$ cat src/rtl/rtc_evt_pkg.sv
package rtc_evt_pkg;
  localparam int ADDR_W  = 3;
  localparam int DATA_W  = 8;
  localparam int N_FLAGS = 3;
  localparam int N_FLD   = 4;
  localparam int FLD_W   = 7;

  localparam logic [ADDR_W-1:0] A_ALM_SEC  = 3'd0;
  localparam logic [ADDR_W-1:0] A_ALM_MIN  = 3'd1;
  localparam logic [ADDR_W-1:0] A_ALM_HOUR = 3'd2;
  localparam logic [ADDR_W-1:0] A_ALM_DATE = 3'd3;
  localparam logic [ADDR_W-1:0] A_CTRL     = 3'd4;
  localparam logic [ADDR_W-1:0] A_WDT      = 3'd5;
  localparam logic [ADDR_W-1:0] A_FLAGS    = 3'd6;

  localparam int F_WD = 0;
  localparam int F_AL = 1;
  localparam int F_PF = 2;

  typedef struct packed {
    logic             mask;
    logic [FLD_W-1:0] val;
  } alm_fld_t;

  typedef struct packed {
    logic               pulse;
    logic               pol_hi;
    logic [N_FLAGS-1:0] ien;
  } ctrl_t;
endpackage

$ cat src/rtl/alarm_match.sv
module alarm_match
  import rtc_evt_pkg::*;
#(
  parameter int NF = N_FLD
) (
  input  logic               tick_i,
  input  alm_fld_t [NF-1:0]  alm_i,
  input  logic [NF-1:0][7:0] time_i,
  output logic               evt_o
);
  logic [NF-1:0] hit;

  for (genvar g = 0; g < NF; g++) begin : g_fld
    assign hit[g] = alm_i[g].mask || (time_i[g][FLD_W-1:0] == alm_i[g].val);
  end

  assign evt_o = tick_i && (&hit);
endmodule

$ cat src/rtl/wdt_timer.sv
module wdt_timer #(
  parameter int WDT_W = 6
) (
  input  logic             clk_i,
  input  logic             rst_ni,
  input  logic             tick_i,
  input  logic             load_i,
  input  logic [WDT_W-1:0] reload_i,
  output logic [WDT_W-1:0] reload_o,
  output logic             expire_o
);
  logic [WDT_W-1:0] reload_q, cnt_q;

  assign reload_o = reload_q;
  assign expire_o = tick_i && !load_i && (reload_q != '0) && (cnt_q == WDT_W'(1));

  always_ff @(posedge clk_i or negedge rst_ni) begin
    if (!rst_ni) begin
      reload_q <= '0;
      cnt_q    <= '0;
    end else if (load_i) begin
      reload_q <= reload_i;
      cnt_q    <= reload_i;
    end else if (tick_i && reload_q != '0) begin
      cnt_q <= (cnt_q <= WDT_W'(1)) ? reload_q : cnt_q - WDT_W'(1);
    end
  end


  wdt_rearm_chk: assert property (@(posedge clk_i) disable iff (!rst_ni)
    expire_o |=> (cnt_q == $past(reload_q)));
endmodule

$ cat src/rtl/irq_gen.sv
module irq_gen
  import rtc_evt_pkg::*;
#(
  parameter int PULSE_LEN = 4
) (
  input  logic               clk_i,
  input  logic               rst_ni,
  input  logic [N_FLAGS-1:0] flags_i,
  input  ctrl_t              ctrl_i,
  input  logic               trig_i,
  output logic               irq_o
);
  localparam int PC_W = $clog2(PULSE_LEN + 1);

  logic [PC_W-1:0] cnt_q;
  logic            act;

  always_ff @(posedge clk_i or negedge rst_ni) begin
    if (!rst_ni)             cnt_q <= '0;
    else if (trig_i)         cnt_q <= PC_W'(PULSE_LEN);
    else if (cnt_q != '0)    cnt_q <= cnt_q - PC_W'(1);
  end

  assign act   = ctrl_i.pulse ? (cnt_q != '0) : |(flags_i & ctrl_i.ien);
  assign irq_o = ctrl_i.pol_hi ? act : !act;


  pulse_end_chk: assert property (@(posedge clk_i) disable iff (!rst_ni)
    (ctrl_i.pulse && cnt_q == '0 && !trig_i) |=> (!ctrl_i.pulse || !act));
endmodule

$ cat src/rtl/rtc_event_irq.sv
module rtc_event_irq
  import rtc_evt_pkg::*;
#(
  parameter int WDT_W     = 6,
  parameter int PULSE_LEN = 4
) (
  input  logic              clk_i,
  input  logic              rst_ni,
  input  logic [7:0]        sec_i,
  input  logic [7:0]        min_i,
  input  logic [7:0]        hour_i,
  input  logic [7:0]        date_i,
  input  logic              tick_i,
  input  logic              pwr_fail_i,
  input  logic              reg_we_i,
  input  logic              reg_re_i,
  input  logic [ADDR_W-1:0] reg_addr_i,
  input  logic [DATA_W-1:0] reg_wdata_i,
  output logic [DATA_W-1:0] reg_rdata_o,
  output logic [N_FLAGS-1:0] flags_o,
  output logic              irq_o,
  output logic              wdt_timeout_o
);
  alm_fld_t [N_FLD-1:0]  alm_q;
  ctrl_t                 ctrl_q;
  logic [N_FLAGS-1:0]    flags_q, evt_vec;
  logic                  pf_q, al_evt, wd_evt, pf_evt, rd_clr, wdt_load;
  logic [WDT_W-1:0]      wdt_reload;
  logic [N_FLD-1:0][7:0] time_vec;

  assign time_vec = {date_i, hour_i, min_i, sec_i};
  assign rd_clr   = reg_re_i && (reg_addr_i == A_FLAGS);
  assign wdt_load = reg_we_i && (reg_addr_i == A_WDT);

  always_ff @(posedge clk_i or negedge rst_ni) begin
    if (!rst_ni) begin
      alm_q  <= '0;
      ctrl_q <= '0;
    end else if (reg_we_i) begin
      if (reg_addr_i < ADDR_W'(N_FLD)) alm_q[reg_addr_i[1:0]] <= alm_fld_t'(reg_wdata_i);
      if (reg_addr_i == A_CTRL)        ctrl_q <= ctrl_t'(reg_wdata_i[$bits(ctrl_t)-1:0]);
    end
  end

  alarm_match #(.NF(N_FLD)) u_alarm (
    .tick_i (tick_i),
    .alm_i  (alm_q),
    .time_i (time_vec),
    .evt_o  (al_evt)
  );

  wdt_timer #(.WDT_W(WDT_W)) u_wdt (
    .clk_i    (clk_i),
    .rst_ni   (rst_ni),
    .tick_i   (tick_i),
    .load_i   (wdt_load),
    .reload_i (reg_wdata_i[WDT_W-1:0]),
    .reload_o (wdt_reload),
    .expire_o (wd_evt)
  );

  assign pf_evt  = pwr_fail_i && !pf_q;
  assign evt_vec = {pf_evt, al_evt, wd_evt};

  always_ff @(posedge clk_i or negedge rst_ni) begin
    if (!rst_ni) begin
      pf_q    <= 1'b0;
      flags_q <= '0;
    end else begin
      pf_q    <= pwr_fail_i;
      flags_q <= (rd_clr ? '0 : flags_q) | evt_vec;
    end
  end

  irq_gen #(.PULSE_LEN(PULSE_LEN)) u_irq (
    .clk_i  (clk_i),
    .rst_ni (rst_ni),
    .flags_i(flags_q),
    .ctrl_i (ctrl_q),
    .trig_i (|(evt_vec & ctrl_q.ien)),
    .irq_o  (irq_o)
  );

  always_comb begin
    reg_rdata_o = '0;
    case (reg_addr_i)
      A_ALM_SEC, A_ALM_MIN, A_ALM_HOUR, A_ALM_DATE: reg_rdata_o = alm_q[reg_addr_i[1:0]];
      A_CTRL:  reg_rdata_o = DATA_W'(ctrl_q);
      A_WDT:   reg_rdata_o = DATA_W'(wdt_reload);
      A_FLAGS: reg_rdata_o = DATA_W'(flags_q);
      default: reg_rdata_o = '0;
    endcase
  end

  assign flags_o       = flags_q;
  assign wdt_timeout_o = wd_evt;


  flag_clear_chk: assert property (@(posedge clk_i) disable iff (!rst_ni)
    (rd_clr && evt_vec == '0) |=> (flags_q == '0));

  evt_keep_chk: assert property (@(posedge clk_i) disable iff (!rst_ni)
    (rd_clr && al_evt) |=> flags_q[F_AL]);

  wdt_flag_chk: assert property (@(posedge clk_i) disable iff (!rst_ni)
    wdt_timeout_o |=> flags_q[F_WD]);

  pf_edge_chk: assert property (@(posedge clk_i) disable iff (!rst_ni)
    (pwr_fail_i && !pf_q) |=> flags_q[F_PF]);
endmodule

$ cat config.mk
export PLATFORM = sky130hd
export DESIGN_NAME = rtc_event_irq
export DESIGN_NICKNAME = d
export VERILOG_FILES = /design/src/rtl/rtc_evt_pkg.sv /design/src/rtl/alarm_match.sv /design/src/rtl/wdt_timer.sv /design/src/rtl/irq_gen.sv /design/src/rtl/rtc_event_irq.sv
export SDC_FILE = /design/constraint.sdc
export NUM_CORES = 1
export LEC_CHECK = 0
export BUFFER_PORTS_ARGS = -buffer_cell sky130_fd_sc_hd__buf_2
export CORE_UTILIZATION = 45
export DETAILED_ROUTE_END_ITERATION = 10
export PLACE_DENSITY_LB_ADDON = 0.3
export SYNTH_ARGS = -nofsm -noshare
export SYNTH_HDL_FRONTEND = slang
export SYNTH_SLANG_ARGS = --single-unit
$ cat constraint.sdc
create_clock -name clk_i -period 2.25 [get_ports clk_i]
set_clock_uncertainty 0.05 [all_clocks]
set_input_delay 0.1125 -clock clk_i [delete_from_list [all_inputs] [get_ports clk_i]]
set_output_delay 0.1125 -clock clk_i [all_outputs]
set_load 0.02 [all_outputs]
==> impl_results.md <==
* Run status: completed
* Seq cells post-synth at 56
* Hold violation count in the final report at 0
* Sw Pwr at 1.18 mW
* Layout area overhead at 17.9%
* Die area at 7350 um2
* Net Sw Frac at 0.357
* Remaining design rule violation count at 0
* Number of antenna violations at the first check in global routing at 0
* Worst Min Path Start: reg_wdata_i[5]
* CTS clock-pin slew for the worst setup and hold paths at 0.11 ns
* Maximum buffer depth of the clock tree at 2
* Max Cap Viol at 0
* Critical path start-end classification: reg2reg
* Buffer type at the clock tree root: clkbuf_8
* Critical Path AT at 2.11 ns
* Last weighted congestion value of the routability-driven placer at 0.809
* Residual overflow from global routing at 0
* Ys Warns at 0
* Boundary pin count at 62
* Library cells used by synthesis at 43
* Via count of the first global-routing pass at 2,348
* Per-cell via count in the routed design at 5.33
* Diodes inserted at 0
* Resized cells post-CTS at 0
* Minimum clock period at 1.98 ns
* Post-CTS setup buffer count at 0
* Post-Synthesis Cells at 273
* Number of cells on the worst reg-to-reg path at 5
* CTS tree: done
* Filler-free cell count of the finished design at 441
* X dimension of the die at 85.7 um
* Number of clock sinks at 56
* Required time of the critical path at 2.38 ns
* Final ANT Viol Nets at 0
* Power per Cell Area at 890 nW/um2
* Post-synthesis instance area at 3150 um2
* Global-route wire length before repair at 12,100 um
* R2r setup slk at 0.27 ns
* Final critical-path share of the clock period at 0.878
* Critical Path Start Type: register
* Die extent in y at 85.7 um
* Initial Util at 0.464
* Number of nets produced by synthesis at 326
* Core Rows at 30
* Final Net Count at 397
* Setup TNS at 0 ns
* Number of DRC violations after detailed-routing iteration 0 at 106
* Pin slew with the least headroom to its limit at 0.513 ns
* Logic pwr share at 0.361
* Fmax at 0.506 GHz
* Kind of path behind the tightest hold check: in2reg
* Unrepaired setup endpoints after global routing: no
* Worst-path maximum fanout at 4
* Share of final-layout standard cells stronger than drive strength 1 at 0.380
* Total Routed Length at 7460 um
* Number of vias after detailed routing at 2,351
* Input/output buffers at 57
* Largest net degree at the start of global routing at 23
* Clock buffers created by TritonCTS at 5
* Rel. slew slack at 0.655
* Cell internal power dissipation at 2.13 mW
* Share of power burned in registers at 0.468
* Cell depth of the worst hold path at 3
* Highest-count cells in the layout ignoring fill and taps: buf_2 (57), dfrtp_1 (56), mux2_2 (38)
* Most common cell after layout, fill and taps aside: buf_2
* Leakage power of the design at 1.70 nW
* GR Util All Layers at 0.219
* First-pass iteration count of the detailed router at 4
* Clock Latency Late Sink at 0.32 ns
* Minimum hold slack at 0.0193 ns
* CP endpoint kind: register
* Share of power burned in the clock network at 0.171
* Startpoint of the worst-slack reg-to-reg timing path: alm_q[5]
* Worst-case vdd ir drop at 0.520 mV
* Slew Viols, Final at 0
* Design Power at 3.31 mW
* Placed Cells incl. Taps at 431
* Critical register-to-register path endpoint: u_irq.cnt_q[0]
* Sequential fraction of the synthesis area at 0.444
* Syn avg cell area at 11.5 um2
* Endpoint with the worst hold slack: u_wdt.reload_o[5]
* Core Area at 6790 um2
* Detailed-route wire length per cell at 16.9 um
* Number of setup violations in the final report at 0
* H-tree lvl count at 2
* HPWL reported at the end of detailed placement at 5750 um
-- synth_stat cells, drive strengths merged --
cell type / count / share of area
mux4: 8 / 0.057
xor2: 18 / 0.050
nor3b: 3 / 0.0087
o22ai: 4 / 0.0079
mux2i: 10 / 0.032
nand2b: 3 / 0.0060
xnor2: 15 / 0.042
clkbuf: 4 / 0.0048
mux2: 38 / 0.14
inv: 11 / 0.013
a211o: 1 / 0.0028
nand3: 2 / 0.0032
nor2b: 4 / 0.0079
o21ai: 10 / 0.016
dfrtp: 56 / 0.44
a21o: 3 / 0.0071
ha: 4 / 0.016
a211oi: 1 / 0.0024
nor2: 13 / 0.016
or4: 1 / 0.0036
nor4: 6 / 0.016
a21oi: 11 / 0.017
nand2: 24 / 0.029
a22oi: 1 / 0.0024
o31ai: 1 / 0.0067
o31a: 1 / 0.0032
o211ai: 1 / 0.0024
nand4b: 2 / 0.0056
nor3: 5 / 0.0095
a41oi: 3 / 0.0083
a2bb2oi: 1 / 0.0028
buf: 4 / 0.011
or3: 1 / 0.0020
nand3b: 1 / 0.0024
and4: 1 / 0.0028
a222oi: 1 / 0.0032
-- cell type report --
class / instances / area [um2]
Timing Repair Buffer: 72 / 403
Tap cell: 96 / 120
Clock buffer: 6 / 72.6
Inverter: 11 / 41.3
Fill cell: 617 / 3080
Multi-Input combinational cell: 198 / 1660
Clock inverter: 2 / 16.3
Sequential cell: 56 / 1400
-- through the flow --
stage / worst slack (ns) / cell area, um2 / util
2_1_floorplan: 0.458 / 3150 / -
3_3_place_gp: 0.313 / 3610 / 0.531
3_5_place_dp: 0.268 / 3610 / 0.531
4_1_cts: 0.245 / 3720 / 0.547
5_1_grt: 0.0801 / 3720 / 0.547
6_report: 0.274 / 3720 / 0.547
-- power groups by stage --
stage                     Clock (mW)  Combinational [mW]  Sequential (mW)
after floorplan                    0               0.892             1.51
after global placement             0                1.16             1.55
after detailed placement           0                1.20             1.57
after CTS                      0.579                1.21             1.55
after global routing           0.619                1.33             1.59
final                          0.564                1.19             1.55
-- registers in the layout, indices dropped and copies added (netlist names) --
| register | flops |
|---|---|
| alm_q | 32 |
| ctrl_q | 5 |
| flags_o | 3 |
| pf_q | 1 |
| u_irq.cnt_q | 3 |
| u_wdt.cnt_q | 6 |
| u_wdt.reload_o | 6 |
-- worst max-delay path: stages (launching register included) --
cell,delay (ns)
dfrtp_1,0.41
xor2_1,0.17
nor4_1,0.36
a41oi_1,0.18
nor4_2,0.53
a21oi_1,0.14
-- metal layers --
layer  wire length (um)  global-route usage  vias up  part of all wire
met2               3540               0.364       71              0.47
met3                353              0.0404        8             0.047
met1               3490               0.296     1156              0.47
met5                  0                   0        -                 0
met4                 73              0.0591        0            0.0098
li1                   -                   -     1116                 -
-- how the worst max path moves through the flow --
stage,from,endpoint,slack (ns),depth (start not counted)
final,alm_q[5],u_irq.cnt_q[0],0.27,5
after global routing,alm_q[5],u_irq.cnt_q[0],0.08,5
after detailed placement,alm_q[5],u_irq.cnt_q[0],0.27,5
after CTS,alm_q[5],u_irq.cnt_q[0],0.25,5
after global placement,alm_q[5],u_irq.cnt_q[0],0.31,5
after floorplan,u_wdt.cnt_q[0],u_wdt.cnt_q[3],0.46,6
-- timing repair --
action | in CTS | in global routing
hold buffers | 2 | 0
endpoints found under the setup margin | 0 | 0
hold endpoints to repair | 15 | 0
-- cells by family (layout without fill, tap and decap cells) --
logic type	Yosys count	after routing	synth area share
xor gates and xnor gates	33	33	0.0917
and+or+nand+nor	66	66	0.112
DFF	56	56	0.444
adders and majority gates	4	4	0.0159
buffers and inverters	19	91	0.0286
AOI/OAI and AO/OA	39	39	0.0825
muxes	56	56	0.225
No activity file was read; power rests on OpenSTA's default activity.
